## config.mk

```make
export PLATFORM = sky130hd
export DESIGN_NAME = a429_rx
export DESIGN_NICKNAME = d
export VERILOG_FILES = /design/src/rtl/a429_rx_pkg.sv /design/src/rtl/a429_rx_front.sv /design/src/rtl/a429_rx_timer.sv /design/src/rtl/a429_rx_word.sv /design/src/rtl/a429_rx.sv
export SDC_FILE = /design/constraint.sdc
export NUM_CORES = 1
export LEC_CHECK = 0
export ABC_AREA = 1
export BUFFER_PORTS_ARGS = -buffer_cell sky130_fd_sc_hd__buf_2
export CORE_MARGIN = 2
export CORE_UTILIZATION = 45
export CTS_CLUSTER_DIAMETER = 50
export DETAILED_ROUTE_END_ITERATION = 10
export SLEW_MARGIN = 20
export SYNTH_ARGS = -nofsm -noshare
export SYNTH_HDL_FRONTEND = slang
export SYNTH_SLANG_ARGS = --single-unit
export TNS_END_PERCENT = 20
```

## constraint.sdc

```tcl
create_clock -name clk -period 2.18 [get_ports clk]
set_input_delay 0.218 -clock clk [delete_from_list [all_inputs] [get_ports clk]]
set_output_delay 0.218 -clock clk [all_outputs]
set_load 0.05 [all_outputs]
```

## src/rtl/a429_rx_pkg.sv

```systemverilog
package a429_rx_pkg;

    typedef enum logic [1:0] {
        SYM_NULL = 2'd0,
        SYM_ZERO = 2'd1,
        SYM_ONE  = 2'd2,
        SYM_BAD  = 2'd3
    } sym_e;

    // Map the two synchronized wires to a line symbol.
    function automatic sym_e classify(input logic hi, input logic lo);
        sym_e s;
        case ({hi, lo})
            2'b10:   s = SYM_ONE;
            2'b01:   s = SYM_ZERO;
            2'b11:   s = SYM_BAD;
            default: s = SYM_NULL;
        endcase
        return s;
    endfunction

endpackage

```

## src/rtl/a429_rx_front.sv

```systemverilog
module a429_rx_front
    import a429_rx_pkg::*;
#(
    parameter int SYNC_STAGES = 2
) (
    input  logic clk,
    input  logic rst_n,
    input  logic invert,
    input  logic line_hi_i,
    input  logic line_lo_i,
    output sym_e sym
);

    typedef struct packed {
        logic [SYNC_STAGES-1:0][1:0] pipe;
    } front_s;

    front_s st_d, st_q;
    logic [1:0] pair;

    always_comb begin
        // Swap the wires ahead of the synchronizer in wraparound mode.
        pair = invert ? {line_lo_i, line_hi_i} : {line_hi_i, line_lo_i};
        st_d = st_q;
        st_d.pipe[0] = pair;
        for (int i = 1; i < SYNC_STAGES; i++) begin
            st_d.pipe[i] = st_q.pipe[i-1];
        end
    end

    always_ff @(posedge clk) begin
        if (!rst_n) begin
            st_q <= '0;
        end else begin
            st_q <= st_d;
        end
    end

    assign sym = classify(st_q.pipe[SYNC_STAGES-1][1], st_q.pipe[SYNC_STAGES-1][0]);

endmodule

```

## src/rtl/a429_rx_timer.sv

```systemverilog
module a429_rx_timer
    import a429_rx_pkg::*;
#(
    parameter int HS_DIV = 10,
    parameter int LS_DIV = 80
) (
    input  logic clk,
    input  logic rst_n,
    input  logic tick,
    input  logic speed_lo,
    input  sym_e sym,
    output logic bit_stb,
    output logic bit_one,
    output logic bit_bad,
    output logic restart,
    output logic null_stb
);

    localparam int MAXDIV = (LS_DIV > HS_DIV) ? LS_DIV : HS_DIV;
    localparam int SAT    = 4 * MAXDIV;
    localparam int CW     = $clog2(SAT + 1);

    typedef struct packed {
        logic          prev_act;
        logic [CW-1:0] since;
        logic          bit_stb;
        logic          bit_one;
        logic          bit_bad;
        logic          restart;
        logic          null_stb;
    } tmr_s;

    tmr_s st_d, st_q;
    logic [CW-1:0] div, quarter, two_bits, three_bits;
    logic act;

    always_comb begin
        div        = speed_lo ? CW'(LS_DIV) : CW'(HS_DIV);
        quarter    = div >> 2;
        two_bits   = div << 1;
        three_bits = two_bits + div;
        act        = (sym != SYM_NULL);

        st_d          = st_q;
        st_d.bit_stb  = 1'b0;
        st_d.restart  = 1'b0;
        st_d.null_stb = 1'b0;

        if (tick) begin
            st_d.prev_act = act;
            if (act && !st_q.prev_act) begin
                // Leading edge: measure the spacing from the previous one.
                st_d.since   = CW'(1);
                st_d.restart = (st_q.since > three_bits);
            end else begin
                if (st_q.since < CW'(SAT)) begin
                    st_d.since = st_q.since + CW'(1);
                end
                if (st_q.since == quarter) begin
                    st_d.bit_stb = 1'b1;
                    st_d.bit_one = (sym == SYM_ONE);
                    st_d.bit_bad = (sym != SYM_ONE) && (sym != SYM_ZERO);
                end
                if (st_q.since == two_bits) begin
                    st_d.null_stb = 1'b1;
                end
            end
        end
    end

    always_ff @(posedge clk) begin
        if (!rst_n) begin
            st_q       <= '0;
            st_q.since <= CW'(SAT);
        end else begin
            st_q <= st_d;
        end
    end

    assign bit_stb  = st_q.bit_stb;
    assign bit_one  = st_q.bit_one;
    assign bit_bad  = st_q.bit_bad;
    assign restart  = st_q.restart;
    assign null_stb = st_q.null_stb;

    // sampling and end-of-word detection never coincide
    a_r4_strobes_exclusive: assert property (@(posedge clk) disable iff (!rst_n)
        !(st_q.bit_stb && st_q.null_stb));

    // a restart is only raised together with a fresh edge count
    a_r8_restart_fresh_count: assert property (@(posedge clk) disable iff (!rst_n)
        st_q.restart |-> (st_q.since == CW'(1)));

endmodule

```

## src/rtl/a429_rx_word.sv

```systemverilog
module a429_rx_word #(
    parameter int WORD_BITS = 32
) (
    input  logic                 clk,
    input  logic                 rst_n,
    input  logic                 bit_stb,
    input  logic                 bit_one,
    input  logic                 bit_bad,
    input  logic                 restart,
    input  logic                 null_stb,
    output logic [WORD_BITS-1:0] word,
    output logic                 valid,
    output logic                 parity_err
);

    localparam int CNTW = $clog2(WORD_BITS + 1);

    typedef struct packed {
        logic [WORD_BITS-1:0] sh;
        logic [CNTW-1:0]      cnt;
        logic                 err;
        logic [WORD_BITS-1:0] word;
        logic                 valid;
        logic                 perr;
    } asm_s;

    asm_s st_d, st_q;

    always_comb begin
        st_d       = st_q;
        st_d.valid = 1'b0;
        if (restart) begin
            st_d.cnt = '0;
            st_d.err = 1'b0;
        end else if (bit_stb) begin
            if (st_q.cnt == CNTW'(WORD_BITS)) begin
                st_d.err = 1'b1;
            end else begin
                st_d.sh  = {bit_one, st_q.sh[WORD_BITS-1:1]};
                st_d.cnt = st_q.cnt + CNTW'(1);
            end
            if (bit_bad) begin
                st_d.err = 1'b1;
            end
        end else if (null_stb && (st_q.cnt == CNTW'(WORD_BITS))) begin
            if (!st_q.err) begin
                st_d.word  = st_q.sh;
                st_d.valid = 1'b1;
                st_d.perr  = ~^st_q.sh;
            end
            st_d.cnt = '0;
            st_d.err = 1'b0;
        end
    end

    always_ff @(posedge clk) begin
        if (!rst_n) begin
            st_q <= '0;
        end else begin
            st_q <= st_d;
        end
    end

    assign word       = st_q.word;
    assign valid      = st_q.valid;
    assign parity_err = st_q.perr;

    // the bit count never runs past one word
    a_r10_count_bounded: assert property (@(posedge clk) disable iff (!rst_n)
        st_q.cnt <= CNTW'(WORD_BITS));

    // a restart leaves an empty word behind
    a_r8_restart_clears: assert property (@(posedge clk) disable iff (!rst_n)
        restart |=> (st_q.cnt == '0));

endmodule

```

## src/rtl/a429_rx.sv

```systemverilog
module a429_rx #(
    parameter int HS_DIV      = 10,
    parameter int LS_DIV      = 80,
    parameter int WORD_BITS   = 32,
    parameter int SYNC_STAGES = 2
) (
    input  logic                 clk,
    input  logic                 rst_n,
    input  logic                 ref_tick,
    input  logic                 speed_lo,
    input  logic                 invert,
    input  logic                 line_hi_i,
    input  logic                 line_lo_i,
    output logic [WORD_BITS-1:0] word_o,
    output logic                 word_valid_o,
    output logic                 parity_err_o
);

    a429_rx_pkg::sym_e sym;
    logic bit_stb, bit_one, bit_bad, restart, null_stb;

    a429_rx_front #(.SYNC_STAGES(SYNC_STAGES)) u_front (
        .clk       (clk),
        .rst_n     (rst_n),
        .invert    (invert),
        .line_hi_i (line_hi_i),
        .line_lo_i (line_lo_i),
        .sym       (sym)
    );

    a429_rx_timer #(.HS_DIV(HS_DIV), .LS_DIV(LS_DIV)) u_timer (
        .clk      (clk),
        .rst_n    (rst_n),
        .tick     (ref_tick),
        .speed_lo (speed_lo),
        .sym      (sym),
        .bit_stb  (bit_stb),
        .bit_one  (bit_one),
        .bit_bad  (bit_bad),
        .restart  (restart),
        .null_stb (null_stb)
    );

    a429_rx_word #(.WORD_BITS(WORD_BITS)) u_word (
        .clk        (clk),
        .rst_n      (rst_n),
        .bit_stb    (bit_stb),
        .bit_one    (bit_one),
        .bit_bad    (bit_bad),
        .restart    (restart),
        .null_stb   (null_stb),
        .word       (word_o),
        .valid      (word_valid_o),
        .parity_err (parity_err_o)
    );

    // the valid strobe lasts a single cycle
    a_r5_single_strobe: assert property (@(posedge clk) disable iff (!rst_n)
        word_valid_o |=> !word_valid_o);

    // the delivered word only moves with the strobe
    a_r5_word_held: assert property (@(posedge clk) disable iff (!rst_n)
        !word_valid_o |-> $stable(word_o));

endmodule

```

# Word-level counts from Yosys, hierarchy flattened
# Cells that the tools add are included.
dict set report op_classes {
  addsub 3
  order_cmp 2
  eq_ne 11
  n_mux 13
  n_bitwise 8
  n_reduce_logical 18
}
# operator n
set ops {}
lappend ops {{$mux W41} 1}
lappend ops {{$mux W34} 1}
lappend ops {{$reduce_xnor A32 Y1} 1}
lappend ops {{$mux W9} 2}
lappend ops {{$mux W7} 2}
lappend ops {{$add A9 B1 Y9 const B} 1}
lappend ops {{$add A9 B9 Y9} 1}
lappend ops {{$eq A9 B7 Y1} 1}
lappend ops {{$eq A9 B9 Y1} 1}
lappend ops {{$gt A9 B9 Y1} 1}
lappend ops {{$lt A9 B9 Y1 const B} 1}
lappend ops {{$reduce_and A3 Y1} 3}
lappend ops {{$not A1 Y1} 8}
lappend ops {{$add A6 B1 Y6 const B} 1}
lappend ops {{$eq A2 B2 Y1 const B} 3}
lappend ops {{$eq A6 B6 Y1 const B} 1}
lappend ops {{$mux W6} 1}
lappend ops {{$pmux W2 S3} 1}
lappend ops {{$reduce_and A2 Y1} 3}
lappend ops {{$reduce_bool A2 Y1} 3}
lappend ops {{$ne A2 B2 Y1 const B} 2}
lappend ops {{$reduce_and A4 Y1} 1}
lappend ops {{$reduce_or A4 Y1} 1}
lappend ops {{$logic_and A1 B1 Y1} 3}
lappend ops {{9 further kinds} 11}
dict set report word_totals {
  regBits 92
  out_inout_bits 34
  word_cells 70
}

# Logic depth before layout (Yosys ltp)
dict set report depth {
  depth_word 6
  depth_mapped 14
  ltp_nobuf 14
}

# Hierarchy
# A second synthesis with hierarchy kept.
dict set report hier_totals {
  hier_cells 666
  area_unflattened_um2 4752.1
}
# module instances cells_each area_each_um2 seq_area_each_um2
set modules_own_cells {}
lappend modules_own_cells {a429_rx_word 1 502 3592.2 1461.4}
lappend modules_own_cells {a429_rx_timer 1 144 1014.7 300.3}
lappend modules_own_cells {a429_rx_front 1 20 145.1 80.1}

# Least setup slack after synthesis
# OpenSTA, ideal clock, no wires.
dict set report synth_path {
  kind {register to register}
  from {register u_front.st_q[2] (netlist bit)}
  to {register u_timer.st_q[11] (netlist bit)}
  setup_ps 135
  arrival_ps 1395
  required_time_ps 2045
  path_slack_ps 650
  stages_incl_launch_ff 11
  n_path_buf 0
  period_less_slack_ps 1530
  path_cell_list {dfxtp_1 -> inv_1 -> ha_1 -> nor2_4 -> inv_1 -> nand3_1 -> nand2_2 -> nor3_2 -> nand2_1 -> o21ai_0 -> o21ai_0}
}
dict set report synth_via {
  elab_chain_cells 6
  elab_cells_between_ends 9
  cone_classes {eq/ne (3); mux (2); reduce/logical (4)}
}
# item line_no
set synth_lines {}
lappend synth_lines {{from (decl)} a429_rx_front.sv:18} ;# front_s st_d, st_q;
lappend synth_lines {{from (signal assigned)} a429_rx_front.sv:35} ;# st_q <= st_d;
lappend synth_lines {{$eq A2 B2 Y1 / $eq A2 B1 Y1 (equally long branches)} a429_rx_pkg.sv:13} ;# case ({hi, lo})
lappend synth_lines {{$pmux W2 S3 (*)} a429_rx_pkg.sv:13}
lappend synth_lines {{$reduce_bool A2 Y1 (*)} a429_rx_timer.sv:42} ;# act = (sym != SYM_NULL);
lappend synth_lines {{$logic_and A1 B1 Y1 (*)} a429_rx_timer.sv:51} ;# if (act && !st_q.prev_act) begin
lappend synth_lines {{$reduce_bool A2 Y1 (no line)} --}
lappend synth_lines {{$reduce_and A2 Y1 (no line)} --}
lappend synth_lines {{to (signal assigned)} a429_rx_timer.sv:76} ;# st_q <= st_d;
lappend synth_lines {{to (decl)} a429_rx_timer.sv:33} ;# tmr_s st_d, st_q;
# Mark *: on every way between the ends. The rest lies on a longest branch, timed or not.
# A chain may end at the register's enable or synchronous reset.

# Worst setup path in the final report
dict set report layout_path {
  from {register u_word.st_q[35] (netlist bit)}
  to {register u_word.st_q[45] (netlist bit)}
}
dict set report layout_via {
  elab_chain_cells 3
}
# item line_no
set layout_lines {}
lappend layout_lines {{from (decl)} a429_rx_word.sv:27} ;# asm_s st_d, st_q;
lappend layout_lines {{from (signal assigned)} a429_rx_word.sv:60} ;# st_q <= st_d;
lappend layout_lines {{$eq A6 B6 Y1} a429_rx_word.sv:36} ;# if (st_q.cnt == CNTW'(WORD_BITS)) begin
lappend layout_lines {{$not A1 Y1 (no line)} --}
lappend layout_lines {{$reduce_and A3 Y1 (no line)} --}
# Every way passes these cells.

==> metrics <==
P_int 0.002503 W; Post-CTS Setup Bufs 0; synthesis warning total 0; power density over the cells roughly 640 nW/µm²; Ant. Diodes 0; Worst Hold End u_front.st_d[3]$_SDFF_PN0_; crit-path max FO 64; nets 680; routed len/inst 10.72 µm; Seq pwr share 53.5%; endpoints failing hold 0; total CTS buffers 9; worst hold-check path type in -> reg; RR Endpoint u_word.st_q[45]$_SDFFE_PN0P_; DR pass1 iterations 4; Mapped Area 4705 µm²; initial antenna violation count 0; vias per cell 4.819; detailed placer's ending HPWL 6.129 mm; # hold bufs at CTS 0; Rows 37; via count 3865; RSZ-0062 raised after global routing false; H-tree Lvls 3; Die W 106.2 µm; final setup vio count 0; TNS Setup 0 ns; Comb power frac 4.3%; Die H about 110 µm; Layout Utilization about half; TritonCTS clock tree yes; I/O pin total 41; critical path class reg -> reg; Layout area overhead 5.133%; layout cell share with drive strength beyond 1 12.61%; Remaining DRCs 0; vias in the first global route 3496; MaxCap Viol Count 0; status finished clean; Filler cells just over 1000; Unique masters post-synth 34; hold_sp line_lo_i; Crit path arrival time about 2.1 ns; Max-slew headroom around three fifths; Tightest Pin Transition 0.5755 ns; Routed Wire Length 8.596 mm; global route total overflow 0; Worst Setup Start Kind register; GPL Wtd Cong 0.8088; Avg Inst Size Synth 7.117 µm²; clk_skew 0.007051 ns; sw frac 21.43%; Clock Pin Slew Worst Setup and Hold Paths 0.09 ns; Leakage 2.223 nW; number of DRC markers in iteration 0 158; pin count of the biggest net entering global routing 67; count of input and output buffers 40; sequential share of the synthesized area 39.15%; fin. max-slew vios 0; R2R setup slack approximately 0.3 ns; element type at the critical path end register; Post-Synthesis Cells 661; switching power 0.0006828 W; Storage cell area 1842 µm²; cts repair resizes 0; hold path depth 3; Fmax achieved around 530 MHz; Initial Util 45.98%; R2R depth 8; gr usage total 16.18%; post-synthesis register bit count 92; die area 11290 µm²; post-route ant nets 0; Syn Nets between 600 and 700; worst IR drop on VDD 316.0 µV; CTS Buffer Depth 2; reg2reg start u_word.st_q[35]$_SDFFE_PP0P_; top area cells in the synthesized netlist dfxtp_1 39%, nand2_1 15%, a21oi_1 7.1%; Worst Path Required 2.40 ns; clk sink count 92; Clock power frac a little over two fifths; global-route wire length before repair 15.15 mm; placed cells 786; Placeable Area about 10000 µm²; crit share post-route 86.10%; min cycle time layout approximately 1.9 ns; multi-input logic area 2170 µm²; fin cells 802; area leader, netlist dfxtp_1; post-synth top area share 39.15%; hold_ws 0.09853 ns; insertion delay to the later sink of the worst-skew pair 0.35 ns; clk root buf clkbuf_8
## synth_stat cells, drive strengths merged
| cell | n |
|---|---|
| a211oi | 4 |
| a21oi | 76 |
| a31oi | 2 |
| and3 | 1 |
| buf | 48 |
| clkbuf | 8 |
| dfxtp | 92 |
| ha | 12 |
| inv | 75 |
| nand2 | 189 |
| nand3 | 18 |
| nand3b | 1 |
| nand4 | 6 |
| nor2 | 25 |
| nor3 | 18 |
| nor3b | 1 |
| o21a | 1 |
| o21ai | 72 |
| o31ai | 1 |
| or2 | 1 |
| xnor2 | 4 |
| xor2 | 6 |
## how the worst max path moves through the flow
stage / to / slack [ns] / startpoint
global route: u_word.st_q[45]$_SDFFE_PN0P_ / 0.12 / u_word.st_q[35]$_SDFFE_PP0P_
detailed placement: u_word.st_q[45]$_SDFFE_PN0P_ / 0.31 / u_word.st_q[35]$_SDFFE_PP0P_
global placement: u_word.st_q[47]$_SDFFE_PN0P_ / 0.42 / u_word.st_q[35]$_SDFFE_PP0P_
finish: u_word.st_q[45]$_SDFFE_PN0P_ / 0.30 / u_word.st_q[35]$_SDFFE_PP0P_
floorplan: u_timer.st_q[11]$_SDFFE_PN1P_ / 0.65 / u_front.st_q[2]$_SDFF_PN0_
CTS: u_word.st_q[45]$_SDFFE_PN0P_ / 0.29 / u_word.st_q[35]$_SDFFE_PP0P_
## power by group through the flow
stage	logic, W	registers (W)	clock network, W
6_report	0.000137	0.00170	0.00135
5_1_grt	0.000158	0.00171	0.00145
4_1_cts	0.000137	0.00170	0.00138
3_5_place_dp	0.000136	0.00174	0
3_3_place_gp	0.000133	0.00174	0
2_1_floorplan	0.000107	0.00174	0
## per-stage QoR
step	setup slack (ns)	total power (W)	area [µm²]
4_1_cts	0.2875	0.003224	4946
3_3_place_gp	0.4239	0.001876	4713
3_5_place_dp	0.3112	0.001880	4713
6_report	0.3031	0.003186	4946
5_1_grt	0.1193	0.003314	4946
2_1_floorplan	0.6504	0.001844	4705
## worst max-delay path, stage by stage (launching register included)
cell	delay (ns)
dfxtp_1	0.35
inv_1	0.09
ha_1	0.21
nand4_2	0.13
nand2_2	0.08
or2_2	0.27
buf_4	0.30
o21ai_0	0.23
a21oi_1	0.06
## layout by cell type (no fill, tap or decap), types with 4 or more instances in the layout
cell type / n
nand2_1: 186
dfxtp_1: 92
inv_1: 71
a21oi_1: 67
buf_2: 40
o21ai_1: 37
o21ai_0: 34
nor2_1: 22
nand3_1: 17
nor3_1: 16
ha_1: 12
a21oi_2: 9
clkbuf_8: 9
xor2_1: 6
inv_2: 4
a211oi_1: 4
nand4_1: 4
xnor2_1: 4
buf_4: 4
## layer usage
layer | GRT usage [%] | wire [µm] | vias up
met5 | 0 | 0 | -
met4 | 6.109 | 125 | 0
li1 | - | - | 2101
met2 | 25.64 | 3749 | 50
met1 | 21.60 | 4457 | 1705
met3 | 3.433 | 264 | 9
## layout make-up
class	count	share of cell area, %
multi-input cells	438	43.87
flip-flops and latches	92	37.24
inverters	75	5.692
repair buffers	45	5.059
well taps	136	3.440
clock buffers	12	2.732
clock inverters	4	1.973
## logic make-up after synthesis
family                     share of synthesized area (%)
DFF                                                39.15
AOI/OAI and AO/OA                                  17.77
and+or+nand+nor                                    23.30
buffers and inverters                              14.73
adders and majority gates                          3.191
xor gates and xnor gates                           1.862
## sequential cells by signal (all words and copies together), names as in the netlist
name	count
u_front.st_d	2
u_front.st_q	2
u_timer.bit_bad	1
u_timer.bit_one	1
u_timer.bit_stb	1
u_timer.null_stb	1
u_timer.restart	1
u_timer.st_q	10
u_word.parity_err	1
u_word.st_q	39
u_word.valid	1
u_word.word	32
Note: power is estimated with default switching activity, not from simulation.
